===== config.mk =====
export PLATFORM = sky130hd
export DESIGN_NAME = pcc_strobe_seq
export DESIGN_NICKNAME = d
export VERILOG_FILES = /design/src/rtl/pcc_pkg.sv /design/src/rtl/pcc_lane_decode.sv /design/src/rtl/pcc_phase_ctrl.sv /design/src/rtl/pcc_strobe_seq.sv
export SDC_FILE = /design/constraint.sdc
export NUM_CORES = 1
export LEC_CHECK = 0
export BUFFER_PORTS_ARGS = -buffer_cell sky130_fd_sc_hd__buf_2
export CORE_MARGIN = 4
export CORE_UTILIZATION = 45
export DETAILED_ROUTE_END_ITERATION = 8
export GPL_TIMING_DRIVEN = 0
export PLACE_DENSITY = 0.69
export SYNTH_ARGS = -nofsm -noshare
export SYNTH_HDL_FRONTEND = slang
export SYNTH_SLANG_ARGS = --single-unit
export TNS_END_PERCENT = 30

===== constraint.sdc =====
create_clock -name clk_i -period 5.7 [get_ports clk_i]
set_input_delay 0 -clock clk_i [delete_from_list [all_inputs] [get_ports clk_i]]
set_output_delay 0 -clock clk_i [all_outputs]
set_load 0.1 [all_outputs]

===== src/rtl/pcc_pkg.sv =====
package pcc_pkg;
  typedef enum logic [1:0] {
    PH_IDLE   = 2'd0,
    PH_SETUP  = 2'd1,
    PH_STROBE = 2'd2,
    PH_HOLD   = 2'd3
  } pcc_phase_e;

  localparam logic [1:0] WIDTH_8  = 2'd0;
  localparam logic [1:0] WIDTH_16 = 2'd1;
  localparam logic [1:0] SPACE_COMMON = 2'd0;
endpackage


===== src/rtl/pcc_lane_decode.sv =====
module pcc_lane_decode
  import pcc_pkg::*;
(
  input  logic [1:0] space_i,
  input  logic       size_i,
  input  logic       addr0_i,
  input  logic [1:0] width_i,
  output logic       width_ok_o,
  output logic       lane_lo_o,
  output logic       lane_hi_o,
  output logic       reg_sel_o,
  output logic       io_o
);
  always_comb begin
    width_ok_o = (width_i == WIDTH_8) || (width_i == WIDTH_16);
    if (width_i == WIDTH_16) begin
      lane_lo_o = size_i || !addr0_i;
      lane_hi_o = size_i || addr0_i;
    end else begin
      lane_lo_o = 1'b1;
      lane_hi_o = 1'b0;
    end
    reg_sel_o = (space_i != SPACE_COMMON);
    io_o      = space_i[1];
  end
endmodule


===== src/rtl/pcc_phase_ctrl.sv =====
module pcc_phase_ctrl
  import pcc_pkg::*;
#(
  parameter int TIME_W = 4,
  parameter int WAIT_W = 5
) (
  input  logic              clk_i,
  input  logic              rst_ni,
  input  logic              start_i,
  input  logic [TIME_W-1:0] setup_i,
  input  logic [TIME_W-1:0] hold_i,
  input  logic [WAIT_W-1:0] wait_i,
  input  logic              ready_i,
  output pcc_phase_e        phase_o,
  output logic              done_o
);
  localparam int CNT_W = (WAIT_W > TIME_W) ? WAIT_W : TIME_W;

  pcc_phase_e        phase_q;
  logic [CNT_W-1:0]  cnt_q;
  logic [TIME_W-1:0] hold_q;
  logic [WAIT_W-1:0] wait_q;
  logic              done_q;

  always_ff @(posedge clk_i or negedge rst_ni) begin
    if (!rst_ni) begin
      phase_q <= PH_IDLE;
      cnt_q   <= '0;
      hold_q  <= '0;
      wait_q  <= '0;
      done_q  <= 1'b0;
    end else begin
      done_q <= 1'b0;
      unique case (phase_q)
        PH_IDLE: if (start_i) begin
          hold_q <= hold_i;
          wait_q <= wait_i;
          if (setup_i != '0) begin
            phase_q <= PH_SETUP;
            cnt_q   <= CNT_W'(setup_i) - CNT_W'(1);
          end else begin
            phase_q <= PH_STROBE;
            cnt_q   <= CNT_W'(wait_i);
          end
        end
        PH_SETUP: begin
          if (cnt_q == '0) begin
            phase_q <= PH_STROBE;
            cnt_q   <= CNT_W'(wait_q);
          end else cnt_q <= cnt_q - CNT_W'(1);
        end
        PH_STROBE: begin
          if (cnt_q != '0) cnt_q <= cnt_q - CNT_W'(1);
          else if (wait_q != '0 && !ready_i) cnt_q <= '0; // card stretches
          else if (hold_q != '0) begin
            phase_q <= PH_HOLD;
            cnt_q   <= CNT_W'(hold_q) - CNT_W'(1);
          end else begin
            phase_q <= PH_IDLE;
            done_q  <= 1'b1;
          end
        end
        PH_HOLD: begin
          if (cnt_q == '0) begin
            phase_q <= PH_IDLE;
            done_q  <= 1'b1;
          end else cnt_q <= cnt_q - CNT_W'(1);
        end
        default: phase_q <= PH_IDLE;
      endcase
    end
  end

  assign phase_o = phase_q;
  assign done_o  = done_q;

  assert_strobe_min_R3: assert property (@(posedge clk_i) disable iff (!rst_ni)
    (phase_q == PH_STROBE && cnt_q != '0) |=> (phase_q == PH_STROBE));
  assert_ready_extends_R4: assert property (@(posedge clk_i) disable iff (!rst_ni)
    (phase_q == PH_STROBE && cnt_q == '0 && wait_q != '0 && !ready_i) |=> (phase_q == PH_STROBE));
  assert_ready_ignored_R5: assert property (@(posedge clk_i) disable iff (!rst_ni)
    (phase_q == PH_STROBE && cnt_q == '0 && wait_q == '0) |=> (phase_q != PH_STROBE));
  assert_done_after_R6: assert property (@(posedge clk_i) disable iff (!rst_ni)
    done_q |-> (phase_q == PH_IDLE && $past(phase_q) != PH_IDLE));
endmodule


===== src/rtl/pcc_strobe_seq.sv =====
module pcc_strobe_seq
  import pcc_pkg::*;
#(
  parameter int TIME_W = 4,
  parameter int WAIT_W = 5
) (
  input  logic              clk_i,
  input  logic              rst_ni,
  input  logic              req_valid_i,
  input  logic [1:0]        req_space_i,
  input  logic              req_write_i,
  input  logic              req_size_i,
  input  logic              req_addr0_i,
  input  logic [1:0]        cfg_width_i,
  input  logic [TIME_W-1:0] cfg_setup_i,
  input  logic [TIME_W-1:0] cfg_hold_i,
  input  logic [WAIT_W-1:0] cfg_wait_i,
  input  logic              ready_i,
  output logic              busy_o,
  output logic              done_o,
  output logic              err_o,
  output logic              ce_lo_n_o,
  output logic              ce_hi_n_o,
  output logic              oe_n_o,
  output logic              we_n_o,
  output logic              reg_n_o,
  output logic              iord_n_o,
  output logic              iowr_n_o
);
  pcc_phase_e phase;
  logic width_ok, lane_lo, lane_hi, reg_sel, is_io;
  logic accept, start;
  logic lo_q, hi_q, reg_q, io_q, wr_q, err_q;

  pcc_lane_decode u_decode (
    .space_i   (req_space_i),
    .size_i    (req_size_i),
    .addr0_i   (req_addr0_i),
    .width_i   (cfg_width_i),
    .width_ok_o(width_ok),
    .lane_lo_o (lane_lo),
    .lane_hi_o (lane_hi),
    .reg_sel_o (reg_sel),
    .io_o      (is_io)
  );

  assign accept = req_valid_i && (phase == PH_IDLE);
  assign start  = accept && width_ok;

  pcc_phase_ctrl #(.TIME_W(TIME_W), .WAIT_W(WAIT_W)) u_phase (
    .clk_i  (clk_i),
    .rst_ni (rst_ni),
    .start_i(start),
    .setup_i(cfg_setup_i),
    .hold_i (cfg_hold_i),
    .wait_i (cfg_wait_i),
    .ready_i(ready_i),
    .phase_o(phase),
    .done_o (done_o)
  );

  always_ff @(posedge clk_i or negedge rst_ni) begin
    if (!rst_ni) begin
      lo_q  <= 1'b0;
      hi_q  <= 1'b0;
      reg_q <= 1'b0;
      io_q  <= 1'b0;
      wr_q  <= 1'b0;
      err_q <= 1'b0;
    end else begin
      err_q <= accept && !width_ok;
      if (start) begin
        lo_q  <= lane_lo;
        hi_q  <= lane_hi;
        reg_q <= reg_sel;
        io_q  <= is_io;
        wr_q  <= req_write_i;
      end
    end
  end

  logic active, strobe_on;
  assign active    = (phase != PH_IDLE);
  assign strobe_on = (phase == PH_STROBE);

  assign busy_o    = active;
  assign err_o     = err_q;
  assign ce_lo_n_o = !(active && lo_q);
  assign ce_hi_n_o = !(active && hi_q);
  assign reg_n_o   = !(active && reg_q);
  assign oe_n_o    = !(strobe_on && !io_q && !wr_q);
  assign we_n_o    = !(strobe_on && !io_q && wr_q);
  assign iord_n_o  = !(strobe_on && io_q && !wr_q);
  assign iowr_n_o  = !(strobe_on && io_q && wr_q);

  assert_strobe_onehot_R9: assert property (@(posedge clk_i) disable iff (!rst_ni)
    $onehot0({!oe_n_o, !we_n_o, !iord_n_o, !iowr_n_o}));
  assert_strobe_in_ce_R2: assert property (@(posedge clk_i) disable iff (!rst_ni)
    (!oe_n_o || !we_n_o || !iord_n_o || !iowr_n_o) |-> (!ce_lo_n_o || !ce_hi_n_o));
  assert_reg_stable_R8: assert property (@(posedge clk_i) disable iff (!rst_ni)
    (busy_o && $past(busy_o)) |-> $stable(reg_n_o));
  assert_err_idle_R10: assert property (@(posedge clk_i) disable iff (!rst_ni)
    err_o |-> (!busy_o && ce_lo_n_o && ce_hi_n_o));
  assert_busy_ignores_R11: assert property (@(posedge clk_i) disable iff (!rst_ni)
    (busy_o && $past(busy_o)) |-> ($stable(ce_lo_n_o) && $stable(ce_hi_n_o)));
endmodule


==> results.tsv, run 1 <==
metric	value	unit
outcome	finished, final reports clean	
worst_hold_path_type	in -> reg	
grt_pass1_vias	1366	
max-vdd-ir-drop	173	uV
leakage	0.838	nW
crit_arrival	3.03	ns
synth_cell_type_count	40	
ff_latch_area	576	um^2
reg2reg_depth	7	
crit_family	buffers and inverters	
start_util	48.3	%
grt_pass1_wl	6180	um
cts_resized	0	
crit_path_max_incr_delay	0.57	ns
cts_tree	built	
wl_per_cell	15.2	um
synth.area.top_cells	dfrtp_1 (42%), mux2_2 (10%), nand2_1 (5.3%)	
grt_max_degree	24	
seq_area_frac_synth	42.5	%
hold_path_startpoint	cfg_width_i[1]	
fin_setup_tns	0	ns
clk_pin_slew_worst_paths	0.14	ns
hold_buffers	19	
fin_nets	232	
route.vias.total	1337	
synth_area_leader_cell	dfrtp_1	
clk_path_buf_depth	2	
synth_cells	148	
met2_usage	33.2	%
dr.pass1.iters	4	
io_pins	34	
crit_path_end_kind	register	
async_reset_ff_share	100	%
cts.sinks	23	
synth_commonest_cells	dfrtp_1 (23), nand2_1 (19), nor2_1 (13)	
fin_crit	2.75	ns
cpMaxStageDelayCell	dlygate4sd3_1	
hpwl	2610	um
grt_use_met1	24.9	%
htree_levels	1	
io_buffers	33	
drive_gt1_share	25.5	%
critPathMaxFanout	10	
core	2810	um^2
synth-main-ff-cell	dfrtp_1	
post_cts_buffers	0	
grt-ovfl-total	0	
startpoint	u_phase.phase_o[0]	
gp_congestion	0.897	
worstPathCellList	nor2_1 -> clkinv_1 -> nor2_1 -> clkbuf_1 -> o211ai_1 -> dlygate4sd3_1 -> nand2_1	
yosys.area.top_type_share	42.5	%
yosysWarningCount	0	
power_density	224	nW/um^2
multi_input_area	721	um^2
drtAntennaViolNets	0	
drt-initial-drc-count	57	
drc_errors	0	
cp.depth	7	
timing.rr.start	u_phase.phase_o[0]	
slew_violations	0	
numCtsBuffers	3	
synth.most_common_cell	dfrtp_1	
antenna_cells	0	
top_usage_layer	met2	
grtUsageTotal	19.6	%
setup_viol	0	
die_h	62.9	um
rsz0062_at_grt	no	
die_x	62.9	um
timing.final.crit_share	48.3	%
antenna_found_initial	0	
crit_buf_inv	3	
clock_latency	0.33	ns
row_count	19	
p_total	398	uW
syn-num-nets	175	
hold_ws	0.0878	ns
worst_setup_path_start_kind	register	
critical_path_class	reg -> reg	
hold_viol_final	0	
gr-usage-met3	3.78	%
fillers	250	
cts-root-buf	clkbuf_4	
clock.fmax	363	MHz
avgSynthCellArea	9.16	um^2
tightest_slew	0.769	ns
crit_top_cell	nor2_1	
drv_cap	0	
synth_area	1360	um^2
fin_skew	0.0104	ns
syn_to_final_growth	31.1	%
hold_depth	4	
totalWireLength	3560	um
vias_per_cell	5.69	
critPathRequiredTime	5.98	ns
dieArea	3950	um^2
relSlewSlack	48.6	%
synth-edff-count	0	
synth_seq_cells	23	
==> cell usage in the layout, fill, tap and decap left out, types with 4 or more instances in the layout <==
| cell type | n |
|---|---|
| a21oi_1 | 11 |
| buf_2 | 35 |
| o21ai_0 | 6 |
| inv_1 | 9 |
| nor3_1 | 4 |
| nand2_1 | 19 |
| nor2_1 | 13 |
| mux2_2 | 12 |
| dlygate4sd3_1 | 19 |
| dfrtp_1 | 23 |
==> tightest hold or removal path, stage by stage <==
cell,delay [ns]
buf_2,0.09
nand2b_1,0.15
o21ai_0,0.09
nand2_1,0.06
==> final cells by class <==
cell class	instances	area share, %
buffer	5	1.20
clock buffer	3	1.27
clock inverter	1	0.282
inverter	10	2.11
multi-input combinational	110	40.6
sequential	23	32.4
tap	31	2.18
timing repair buffer	52	20.0
==> power by group <==
part	internal, mW	leakage, nW	switching, mW
Combinational	0.0563	0.545	0.0588
Clock	0.0263	0.0177	0.0532
Sequential	0.180	0.276	0.0229
==> path summary, 6_finish.rpt <==
path	end	slack, ns
min in group asynchronous	u_phase.wait_q[3]	0.15
max reg2reg	hi_q	2.95
min reg2reg	hi_q	0.53
max	hi_q	2.95
max in group asynchronous	u_phase.wait_q[1]	5.19
min	hi_q	0.09
==> sequential cells by signal (all words and copies together), names as in the netlist <==
register and flops:
hi_q 1, lo_q 1, u_phase.wait_q 5, u_phase.cnt_q 5
u_phase.phase_o 2, err_o 1, wr_q 1, io_q 1
u_phase.done_o 1, u_phase.hold_q 4, reg_q 1
==> metal layers <==
layer  routed length [um]  share of wire [%]  vias to the layer above
met5                    0                  0                        -
met4                   43                1.2                        0
met3                  159                4.5                        5
met2                 1780                 50                       41
met1                 1580                 44                      644
li1                     -                  -                      647
==> cells by family (layout without fill, tap and decap cells) <==
family,after synthesis,after routing,share of synthesized area [%]
AND/OR/NAND/NOR,53,53,19.4
AO/OA/AOI/OAI,38,38,18.4
flip-flops,23,23,42.5
buffers and inverters,15,71,4.34
multiplexers,13,13,10.7
adder cells (fa/ha/maj),3,3,2.77
XOR/XNOR,3,3,1.94
==> per-stage QoR <==
step	setup slack (ns)	cell area (um^2)	instances	utilization, %
2_1_floorplan	3.09	1360	148	-
3_3_place_gp	3.33	1560	212	55.6
3_5_place_dp	3.35	1560	212	55.6
4_1_cts	2.94	1780	235	63.3
5_1_grt	2.70	1780	235	63.3
6_report	2.95	1780	235	63.3
(Power assumes the default switching activity.)
==> run 2, diff against run 1 <==
--- a/config.mk
+++ b/config.mk
@@ -10,7 +10,7 @@
 export CORE_UTILIZATION = 45
 export DETAILED_ROUTE_END_ITERATION = 8
 export GPL_TIMING_DRIVEN = 0
-export PLACE_DENSITY = 0.69
+export PLACE_DENSITY = 0.72
 export SYNTH_ARGS = -nofsm -noshare
 export SYNTH_HDL_FRONTEND = slang
 export SYNTH_SLANG_ARGS = --single-unit
==> constraint.sdc (replaced) <==
create_clock -name clk_i -period 2.5 [get_ports clk_i]
set_input_delay 0 -clock clk_i [delete_from_list [all_inputs] [get_ports clk_i]]
set_output_delay 0 -clock clk_i [all_outputs]
set_load 0.1 [all_outputs]
==> run 2 against run 1 <==
Against the previous run:
- first-iteration DRC count stayed put
- setup slack worse by 2.8 ns
- cell count unchanged
- clock skew down 0.0047 ns
- routed wire length rose by 4.9%
- sequential power grew 130%
- non-clock buffer count is the same
- die area did not move
- sequential share of layout area stayed put
- combinational power increased by 130%
- critical path depth is 2 lower
- worst hold slack improved by 0.048 ns
- highest routed layer unchanged
==> results.tsv, run 2 (same netlist as run 1, synthesis figures left out) <==
metric	value	unit	change
outcome	finished, final reports clean		unchanged
hold_depth	4		unchanged
slew_violations	0		unchanged
met2_length	1840	um	was 1780 um
final_cell_mix	buf_2 (35), dfrtp_1 (23), nand2_1 (19), dlygate4sd3_1 (19), nor2_1 (13)		unchanged
io_buffers	33		unchanged
fin_skew	0.00576	ns	was 0.0104 ns
row_count	19		unchanged
clk_path_buf_depth	2		unchanged
crit_path_end_kind	register		unchanged
fin_nets	232		unchanged
dr.pass1.iters	5		was 4
drc_errors	0		unchanged
min_to	hi_q		unchanged
relSlewSlack	48.3	%	was 48.6%
vias_per_cell	5.62		was 5.69
power_density	507	nW/um^2	was 224 nW/um^2
grt_pass1_wl	6160	um	was 6180 um
dieArea	3950	um^2	unchanged
critPathRequiredTime	2.71	ns	was 5.98 ns
reg2reg_depth	5		was 7
syn_to_final_growth	31.1	%	unchanged
htree_levels	1		unchanged
grt_pass1_vias	1297		was 1,366
hold_viol_final	0		unchanged
cts_tree	built		unchanged
critical_path_class	reg -> reg		unchanged
die_h	62.9	um	unchanged
antenna_found_initial	0		unchanged
drv_cap	0		unchanged
totalWireLength	3740	um	was 3560 um
ff2ff_setup_slack	0.18	ns	was 2.95 ns
r2r-end	io_q		was hi_q
grt-ovfl-total	0		unchanged
hold_path_startpoint	cfg_width_i[1]		unchanged
antenna_cells	0		unchanged
drt-initial-drc-count	57		unchanged
drive_gt1_share	25.5	%	unchanged
critPathMaxFanout	10		unchanged
timing.rr.start	u_phase.phase_o[0]		unchanged
cts-root-buf	clkbuf_4		unchanged
clock.fmax	430	MHz	was 363 MHz
clock_latency	0.32	ns	was 0.33 ns
wl_met3	213	um	was 159 um
numCtsBuffers	3		unchanged
rsz0062_at_grt	no		unchanged
start_util	48.3	%	unchanged
setup_viol	0		unchanged
leakage	0.839	nW	was 0.838 nW
placed_cell_area	1560	um^2	about the same
worst_hold_path_type	in -> reg		unchanged
grtUsageTotal	19.5	%	was 19.6%
io_pins	34		unchanged
gp_congestion	0.860		was 0.897
core	2810	um^2	unchanged
fin_setup_tns	0	ns	unchanged
max-vdd-ir-drop	311	uV	was 173 uV
hpwl	2550	um	was 2610 um
fin_crit	2.32	ns	was 2.75 ns
drtAntennaViolNets	0		unchanged
clk_pin_slew_worst_paths	0.13	ns	was 0.14 ns
highest_layer	met4		unchanged
final_common_cell	buf_2		unchanged
wl_per_cell	15.9	um	was 15.2 um
worst_setup_path_start_kind	register		unchanged
route.vias.total	1320		was 1,337
die_x	62.9	um	unchanged
p_total	902	uW	was 398 uW
final_area	1780	um^2	unchanged
timing.final.crit_share	92.9	%	was 48.3%
cts.sinks	23		unchanged
reg_top3	u_phase.cnt_q (5), u_phase.wait_q (5), u_phase.hold_q (4)		unchanged
wirelength_met1	1640	um	was 1580 um
tightest_slew	0.774	ns	was 0.769 ns
crit_arrival	2.54	ns	was 3.03 ns
grt_max_degree	24		unchanged
hold_ws	0.136	ns	was 0.0878 ns
## run 2: final cells by class
| cell class | instances | area, um^2 |
|---|---|---|
| plain buffers | 5 | 21.3 |
| clock buffers | 4 | 26.3 |
| fillers | 240 | 1030 |
| inverters | 10 | 38.8 |
| multi-input cells | 110 | 721 |
| flip-flops and latches | 23 | 576 |
| well taps | 31 | 38.8 |
| repair buffers | 52 | 355 |
## run 2: report_power, final
part	leakage [nW]	internal, mW	switching [mW]
registers	0.276	0.411	0.0501
logic	0.548	0.130	0.133
clock network	0.0150	0.0625	0.115
total	0.839	0.604	0.298
## run 2: how the worst max path moves through the flow
stage	startpoint	to	slack, ns	cells after the start
after CTS	u_phase.phase_o[0]	u_phase.hold_q[2]	0.22	5
after floorplan	u_phase.phase_o[1]	io_q	0.33	5
after detailed placement	u_phase.phase_o[1]	wr_q	0.24	5
after global placement	u_phase.phase_o[0]	u_phase.hold_q[2]	0.26	5
after global routing	u_phase.phase_o[0]	u_phase.hold_q[3]	0.09	5
final	u_phase.phase_o[0]	io_q	0.18	5
## run 2: worst max-delay path: stages (launching register included)
cell,delay [ns]
dfrtp_1,0.43
nor2_1,0.50
clkinv_2,0.30
nor2_1,0.30
buf_2,0.32
mux2_2,0.37
## run 2: metrics by stage
stage / util [%] / cells / worst slack, ns
global placement: 55.6 / 212 / 0.263
detailed placement: 55.6 / 212 / 0.238
floorplan: - / 148 / 0.329
global route: 63.3 / 235 / 0.0880
CTS: 63.3 / 235 / 0.217
finish: 63.3 / 235 / 0.177
## run 2: what timing repair did
| action | 4_1_cts | 5_1_grt |
|---|---|---|
| resized for setup | 0 | 0 |
| hold buffers | 19 | 0 |
| setup buffers | 0 | 0 |
| hold endpoints to repair | 38 | 0 |
## run 2: per-layer routing
layer	vias up	track usage [%]
li1	645	-
met1	620	25.2
met2	49	32.4
met3	6	4.14
met4	0	5.79
met5	-	0
